`config.mk`:
```
export PLATFORM = sky130hd
export DESIGN_NAME = pcseq_top
export DESIGN_NICKNAME = d
export VERILOG_FILES = /design/src/rtl/pcseq_pkg.sv /design/src/rtl/pcseq_loop.sv /design/src/rtl/pcseq_trap.sv /design/src/rtl/pcseq_top.sv
export SDC_FILE = /design/constraint.sdc
export NUM_CORES = 1
export LEC_CHECK = 0
export BUFFER_PORTS_ARGS = -buffer_cell sky130_fd_sc_hd__buf_4
export CAP_MARGIN = 25
export CORE_ASPECT_RATIO = 1.75
export CORE_MARGIN = 1
export CORE_UTILIZATION = 54
export DETAILED_ROUTE_END_ITERATION = 8
export PLACE_DENSITY = 0.88
export SLEW_MARGIN = 5
export SYNTH_ARGS = -nofsm -noshare
export SYNTH_HDL_FRONTEND = slang
export SYNTH_HIERARCHICAL = 1
export SYNTH_SLANG_ARGS = --single-unit
export TNS_END_PERCENT = 50
```
`constraint.sdc`:
```
create_clock -name clk -period 4.5 [get_ports clk]
set_input_delay 0.225 -clock clk [delete_from_list [all_inputs] [get_ports clk]]
set_output_delay 0.225 -clock clk [all_outputs]
set_load 0.01 [all_outputs]
```
`src/rtl/pcseq_pkg.sv`:
```
package pcseq_pkg;
  localparam int PSW_W = 16;
  // status word bit positions
  localparam int B_SM  = 15;  // stack mode, survives breakpoint entry
  localparam int B_DB  = 14;  // debug (breakpoint) enable
  localparam int B_RP  = 7;   // repeat loop active
  localparam int B_F0  = 3;
  localparam int B_F1  = 2;
  localparam int B_CY  = 0;

  localparam logic [PSW_W-1:0] EXC_KEEP =
    (PSW_W'(1) << B_F0) | (PSW_W'(1) << B_F1) | (PSW_W'(1) << B_CY);
  localparam logic [PSW_W-1:0] DBG_KEEP = PSW_W'(1) << B_SM;
endpackage

```
`src/rtl/pcseq_loop.sv`:
```
module pcseq_loop
  import pcseq_pkg::*;
#(
  parameter int PC_W  = 16,
  parameter int CNT_W = 16
) (
  input  logic [PC_W-1:0]  pc_i,
  input  logic [PSW_W-1:0] psw_i,
  input  logic [CNT_W-1:0] cnt_i,
  input  logic             chg_i,
  input  logic [PC_W-1:0]  tgt_i,
  input  logic [PC_W-1:0]  start_i,
  input  logic [PC_W-1:0]  end_i,
  output logic [PC_W-1:0]  pc_o,
  output logic [PSW_W-1:0] psw_o,
  output logic [CNT_W-1:0] cnt_o
);
  localparam logic [PC_W-1:0]  PC_ONE  = PC_W'(1);
  localparam logic [CNT_W-1:0] CNT_ONE = CNT_W'(1);

  logic at_end;
  assign at_end = psw_i[B_RP] && (pc_i == end_i);

  // branch first, loop-back only when the word left the PC alone
  always_comb begin
    pc_o  = pc_i + PC_ONE;
    psw_o = psw_i;
    cnt_o = cnt_i;
    if (chg_i) begin
      pc_o = tgt_i;
    end else if (at_end) begin
      if (cnt_i > CNT_ONE) begin
        pc_o  = start_i;
        cnt_o = cnt_i - CNT_ONE;
      end else begin
        psw_o[B_RP] = 1'b0;
        cnt_o       = '0;
      end
    end
  end
endmodule

```
`src/rtl/pcseq_trap.sv`:
```
module pcseq_trap
  import pcseq_pkg::*;
#(
  parameter int PC_W     = 16,
  parameter int CNT_W    = 16,
  parameter int unsigned DBG_VEC = 'h3FF4,
  parameter int unsigned BUS_VEC = 'h3FEC,
  parameter int unsigned ILL_VEC = 'h3FEE
) (
  input  logic [PC_W-1:0]  pc_i,
  input  logic [PSW_W-1:0] psw_i,
  input  logic [CNT_W-1:0] cnt_i,
  input  logic [PC_W-1:0]  bp_i,
  input  logic             bus_i,
  input  logic             ill_i,
  input  logic [PC_W-1:0]  seq_pc_i,
  input  logic [PSW_W-1:0] seq_psw_i,
  input  logic [CNT_W-1:0] seq_cnt_i,
  output logic [PC_W-1:0]  pc_o,
  output logic [PSW_W-1:0] psw_o,
  output logic [CNT_W-1:0] cnt_o,
  output logic             bk_we_o
);
  localparam logic [PC_W-1:0] V_DBG = PC_W'(DBG_VEC);
  localparam logic [PC_W-1:0] V_BUS = PC_W'(BUS_VEC);
  localparam logic [PC_W-1:0] V_ILL = PC_W'(ILL_VEC);

  logic brk_hit;
  assign brk_hit = psw_i[B_DB] && (pc_i == bp_i);

  always_comb begin
    pc_o    = seq_pc_i;
    psw_o   = seq_psw_i;
    cnt_o   = seq_cnt_i;
    bk_we_o = 1'b0;
    if (bus_i || ill_i) begin
      pc_o  = bus_i ? V_BUS : V_ILL;
      psw_o = psw_i & EXC_KEEP;
      cnt_o = cnt_i;
    end else if (brk_hit) begin
      pc_o    = V_DBG;
      psw_o   = psw_i & DBG_KEEP;
      cnt_o   = cnt_i;
      bk_we_o = 1'b1;
    end
  end
endmodule

```
`src/rtl/pcseq_top.sv`:
```
module pcseq_top
  import pcseq_pkg::*;
#(
  parameter int PC_W     = 16,
  parameter int CNT_W    = 16,
  parameter int unsigned RESET_PC = 'hFFC0,
  parameter int unsigned DBG_VEC  = 'h3FF4,
  parameter int unsigned BUS_VEC  = 'h3FEC,
  parameter int unsigned ILL_VEC  = 'h3FEE
) (
  input  logic               clk,
  input  logic               rst,
  input  logic               step_i,
  input  logic [PC_W-1:0]    cur_pc_i,
  input  logic [15:0]        cur_psw_i,
  input  logic [CNT_W-1:0]   cur_cnt_i,
  input  logic               pc_chg_i,
  input  logic [PC_W-1:0]    tgt_pc_i,
  input  logic [PC_W-1:0]    rpt_start_i,
  input  logic [PC_W-1:0]    rpt_end_i,
  input  logic [PC_W-1:0]    bp_addr_i,
  input  logic               bus_err_i,
  input  logic               ill_ins_i,
  output logic [PC_W-1:0]    pc_o,
  output logic [PC_W+1:0]    fetch_o,
  output logic [15:0]        psw_o,
  output logic [CNT_W-1:0]   cnt_o,
  output logic [PC_W-1:0]    bk_pc_o,
  output logic [15:0]        bk_psw_o
);
  localparam logic [PC_W-1:0] PC_RST = PC_W'(RESET_PC);

  logic [PC_W-1:0]  seq_pc, fin_pc;
  logic [PSW_W-1:0] seq_psw, fin_psw;
  logic [CNT_W-1:0] seq_cnt, fin_cnt;
  logic             bk_we;

  pcseq_loop #(.PC_W(PC_W), .CNT_W(CNT_W)) u_loop (
    .pc_i(cur_pc_i), .psw_i(cur_psw_i), .cnt_i(cur_cnt_i),
    .chg_i(pc_chg_i), .tgt_i(tgt_pc_i),
    .start_i(rpt_start_i), .end_i(rpt_end_i),
    .pc_o(seq_pc), .psw_o(seq_psw), .cnt_o(seq_cnt)
  );

  pcseq_trap #(.PC_W(PC_W), .CNT_W(CNT_W), .DBG_VEC(DBG_VEC),
               .BUS_VEC(BUS_VEC), .ILL_VEC(ILL_VEC)) u_trap (
    .pc_i(cur_pc_i), .psw_i(cur_psw_i), .cnt_i(cur_cnt_i),
    .bp_i(bp_addr_i), .bus_i(bus_err_i), .ill_i(ill_ins_i),
    .seq_pc_i(seq_pc), .seq_psw_i(seq_psw), .seq_cnt_i(seq_cnt),
    .pc_o(fin_pc), .psw_o(fin_psw), .cnt_o(fin_cnt), .bk_we_o(bk_we)
  );

  // single writeback per retired word
  always_ff @(posedge clk) begin
    if (rst) begin
      pc_o     <= PC_RST;
      fetch_o  <= {PC_RST, 2'b00};
      psw_o    <= '0;
      cnt_o    <= '0;
      bk_pc_o  <= '0;
      bk_psw_o <= '0;
    end else if (step_i) begin
      pc_o    <= fin_pc;
      fetch_o <= {fin_pc, 2'b00};
      psw_o   <= fin_psw;
      cnt_o   <= fin_cnt;
      if (bk_we) begin
        bk_pc_o  <= cur_pc_i;
        bk_psw_o <= cur_psw_i;
      end
    end
  end

  // ---------------- assertions ----------------
  logic exc_req, brk_req;
  assign exc_req = bus_err_i || ill_ins_i;
  assign brk_req = cur_psw_i[B_DB] && (cur_pc_i == bp_addr_i);

  AST_HOLD_IDLE: assert property (@(posedge clk) disable iff (rst)
    !step_i |=> $stable(pc_o) && $stable(psw_o) && $stable(cnt_o));
  AST_FETCH_ALIGN: assert property (@(posedge clk) disable iff (rst)
    fetch_o == {pc_o, 2'b00});
  AST_EXC_MASK: assert property (@(posedge clk) disable iff (rst)
    step_i && exc_req |=> (psw_o & ~EXC_KEEP) == '0);
  AST_BUS_VEC: assert property (@(posedge clk) disable iff (rst)
    step_i && bus_err_i |=> pc_o == PC_W'(BUS_VEC));
  AST_BRK_ENTRY: assert property (@(posedge clk) disable iff (rst)
    step_i && !exc_req && brk_req |=>
      pc_o == PC_W'(DBG_VEC) && bk_pc_o == $past(cur_pc_i) && (psw_o & ~DBG_KEEP) == '0);
  AST_LOOP_BACK: assert property (@(posedge clk) disable iff (rst)
    step_i && !exc_req && !brk_req && !pc_chg_i && cur_psw_i[B_RP] &&
    cur_pc_i == rpt_end_i && cur_cnt_i > CNT_W'(1) |=>
      pc_o == $past(rpt_start_i) && cnt_o == CNT_W'($past(cur_cnt_i) - 1'b1));
  AST_BRANCH_WINS: assert property (@(posedge clk) disable iff (rst)
    step_i && !exc_req && !brk_req && pc_chg_i |=> pc_o == $past(tgt_pc_i));
  AST_BK_HOLD: assert property (@(posedge clk) disable iff (rst)
    (!step_i || exc_req || !brk_req) |=> $stable(bk_pc_o) && $stable(bk_psw_o));
endmodule

```
==> run_results.csv <==
group,metric,value,unit
outcome,outcome,"finished, final reports clean",
layout,drive_above_1_share,0.346,
power_and_ir_drop,ir_drop,0.260,mV
drt,drt-vias-per-instance,5.66,
die,pin_count,216,
flow_run,maxCapViolCount,0,
sta,setup_viol,0,
sta,rsz0062_at_grt,"false",
layout,filler_cell_count,773,
sta,finalSetupTns,0,ns
placed_design,dp.cells,915,
setup_path,path_common_cell,"buf_4",
layout,final_cells,931,
clocking,clk-insertion-delay-late,0.33,ns
setup_path,rr_endpoint,"fetch_o[9]",
layout,multi_input_area,0.00334,mm2
synthesis,ys_seq_area_frac,0.289,
setup_path,worstRegToRegCells,2,
clocking,clkSinkCount,80,
sta,max_slew_margin,0.361,
placed_design,hpwl,12.5,mm
grt,grtUsageTotal,0.304,
sta,period_share,0.661,
sta,period_minus_slack,2.98,ns
grt,antenna_found_initial,0,
setup_path,crit_type,"input port to register",
synthesis,yosys.area.top_type,"dfxtp_1",
setup_path,timing.rr.start,"fetch_o[9]",
drt,num_vias,5269,
clocking,cts_hold_buffers,0,
layout,syn_to_final_growth,28.1,%
synthesis,ys_seq_elements,80,
die,start_util,0.559,
die,core-area,0.00991,mm2
drt,drc_errors,0,
clocking,post_cts_buffers,0,
synthesis,yosys-top-cells-count,"dfxtp_1, nor2_1, mux2i_1, nand3_1",
grt,grt_pass1_vias,5163,
clocking,cts.clk_slew.worst_paths,0.06,ns
placed_design,place_congestion,0.926,
die,num_rows,48,
hold_path,worstHoldEndpoint,"bk_psw_o[12]",
synthesis,syn_area_per_cell,8.60,um2
setup_path,worstSetupStartpointType,"input port",
setup_path,cpPeakStageDelay,0.72,ns
layout,final_core_util,0.716,
die,die_h,136,um
grt,grt_start_max_net_pins,87,
drt,drt_wl_total,16.5,mm
sta,fmax,336,MHz
drt,antenna_left,0,
clocking,cts_made_buffers,9,
setup_path,critPathTopFamily,"simple AND/OR/NAND/NOR gates",
synthesis,synthCells,644,
hold_path,hold_path.class,"input port to register",
layout,final_nets,922,
synthesis,yosys_warnings,6,
setup_path,critPathRequiredTime,4.72,ns
setup_path,cp_cell_sequence,"buf_4 -> nor2b_1 -> a2111oi_0 -> nand3_1 -> or4_1 -> buf_4 -> mux2i_1 -> o21ai_0 -> nand2b_1 -> a211o_1",
clocking,cts_tree,"built",
setup_path,r2r_slack,3.68,ns
die,die_w,78.6,um
layout,diodes,0,
hold_path,min_from,"cur_psw_i[12]",
sta,hold_violations,0,
layout,area.sequential,0.00160,mm2
grt,grt_overflow,0,
clocking,clockBufferDepth,2,
synthesis,ys_types,52,
grt,grt_pass1_wl,25.1,mm
sta,finClkSkew,0,ns
die,dieArea,0.0107,mm2
synthesis,yosysMostFrequentCell,"dfxtp_1",
placed_design,port_buffers,213,
setup_path,slowest_stage,"or4_1",
sta,worst_pin_slew,0.959,ns
synthesis,synth_top_cell_area_share,0.289,
setup_path,critical_path_peak_fanout,11,
sta,drv_slew,0,
synthesis,synth_edf_count,0,
hold_path,hold_path_depth,3,
setup_path,crit_path_end_kind,"register",
drt,drt_iter0_drc,226,
synthesis,synth_area,0.00554,mm2
clocking,ctsResizeCount,0,
drt,dr.pass1.iters,5,
setup_path,crit_buf_inv,2,
synthesis,ys_async_sr_fraction,0,
drt,wl_per_cell,17.8,um
synthesis,synthTopCellsByArea,"dfxtp_1, mux2i_1, buf_4, xor2_1, mux2_4",
power_and_ir_drop,power.density,264,mW/mm2
setup_path,cp.arrival,3.20,ns
clocking,cts_root_buf,"clkbuf_16",
synthesis,ys.flop_type,"dfxtp_1",
clocking,htree_levels,3,
power_and_ir_drop,power.leakage,3.26,nW
[sequential cells by signal, indices dropped and copies added, names as in the netlist]
name      cells
psw_o        16
fetch_o      16
bk_psw_o     16
cnt_o        16
bk_pc_o      16
[per-stage QoR]
step | worst slack (ns) | instance area (um2) | power (mW) | hold slack, ns
6_report | 1.52 | 7100 | 1.88 | 0.168
5_1_grt | 1.32 | 7100 | 1.95 | 0.181
4_1_cts | 1.58 | 7100 | 1.89 | 0.158
3_5_place_dp | 1.22 | 6790 | 1.14 | 0.486
3_3_place_gp | 1.29 | 6790 | 1.13 | 0.475
2_1_floorplan | 1.59 | 5540 | 0.984 | 0.385
[power breakdown]
part           switching [mW]  internal, mW
logic                   0.188         0.194
registers              0.0161         0.732
clock network           0.310         0.435
total                   0.514          1.36
[cell type report]
class                      count  share of cell area
clock buffer                   9              0.0317
clock inverter                 7              0.0111
inverter                      10             0.00529
multi-input combinational    480               0.471
sequential                    80               0.226
tap                          125              0.0220
timing repair buffer         220               0.233
[cells in the final DEF (no fill, tap or decap), types with 3 or more instances in the layout]
cell type and n:
nor4_1 8, xor2_1 28, o21ai_0 30, mux2_4 16, nor2b_1 17, and2_1 16, or4_1 4, or3_1 5
dfxtp_1 80, mux2_2 7, nand4_1 7, mux2i_1 56, nor4_2 3, a21bo_2 10, nor2_1 62, ha_1 3
inv_1 10, buf_4 220, and3_1 3, nand2b_1 12, xnor2_1 9, a21oi_1 36, a211o_1 10, nand3_1 40
clkbuf_16 9, a31oi_1 4, nor3_1 10, nand2_1 36, a21bo_1 22, o31ai_1 3
[worst reg2reg max path, stage by stage, from the launching register on]
cell and delay, ns:
dfxtp_1 0.33, nor2b_1 0.13, a211o_1 0.25
[how the worst max path moves through the flow]
| stage | from | to | slack (ns) | cells after the start |
|---|---|---|---|---|
| 6_report | cur_pc_i[9] | fetch_o[11] | 1.52 | 10 |
| 4_1_cts | cur_pc_i[9] | fetch_o[11] | 1.58 | 10 |
| 3_3_place_gp | rpt_end_i[9] | cnt_o[15] | 1.29 | 10 |
| 5_1_grt | cur_pc_i[9] | cnt_o[15] | 1.32 | 10 |
| 2_1_floorplan | rpt_end_i[9] | cnt_o[15] | 1.59 | 9 |
| 3_5_place_dp | rpt_end_i[9] | cnt_o[15] | 1.22 | 10 |
[logic make-up after synthesis]
| logic type | count (synthesis) | share of synthesized area |
|---|---|---|
| AND/OR/NAND/NOR | 236 | 0.222 |
| AO/OA/AOI/OAI | 123 | 0.155 |
| buffers and inverters | 85 | 0.108 |
| flip-flops | 80 | 0.289 |
| multiplexers | 79 | 0.159 |
| XOR/XNOR | 37 | 0.0585 |
| adder cells (fa/ha/maj) | 3 | 0.00678 |
| other | 1 | 0.000677 |
[per-layer routing]
layer | track usage | up-vias | share of wire
li1 | - | 2528 | -
met1 | 0.316 | 2499 | 0.37
met2 | 0.555 | 196 | 0.53
met3 | 0.0550 | 46 | 0.054
met4 | 0.185 | 0 | 0.047
met5 | 0 | - | 0
(Power assumes the default switching activity.)
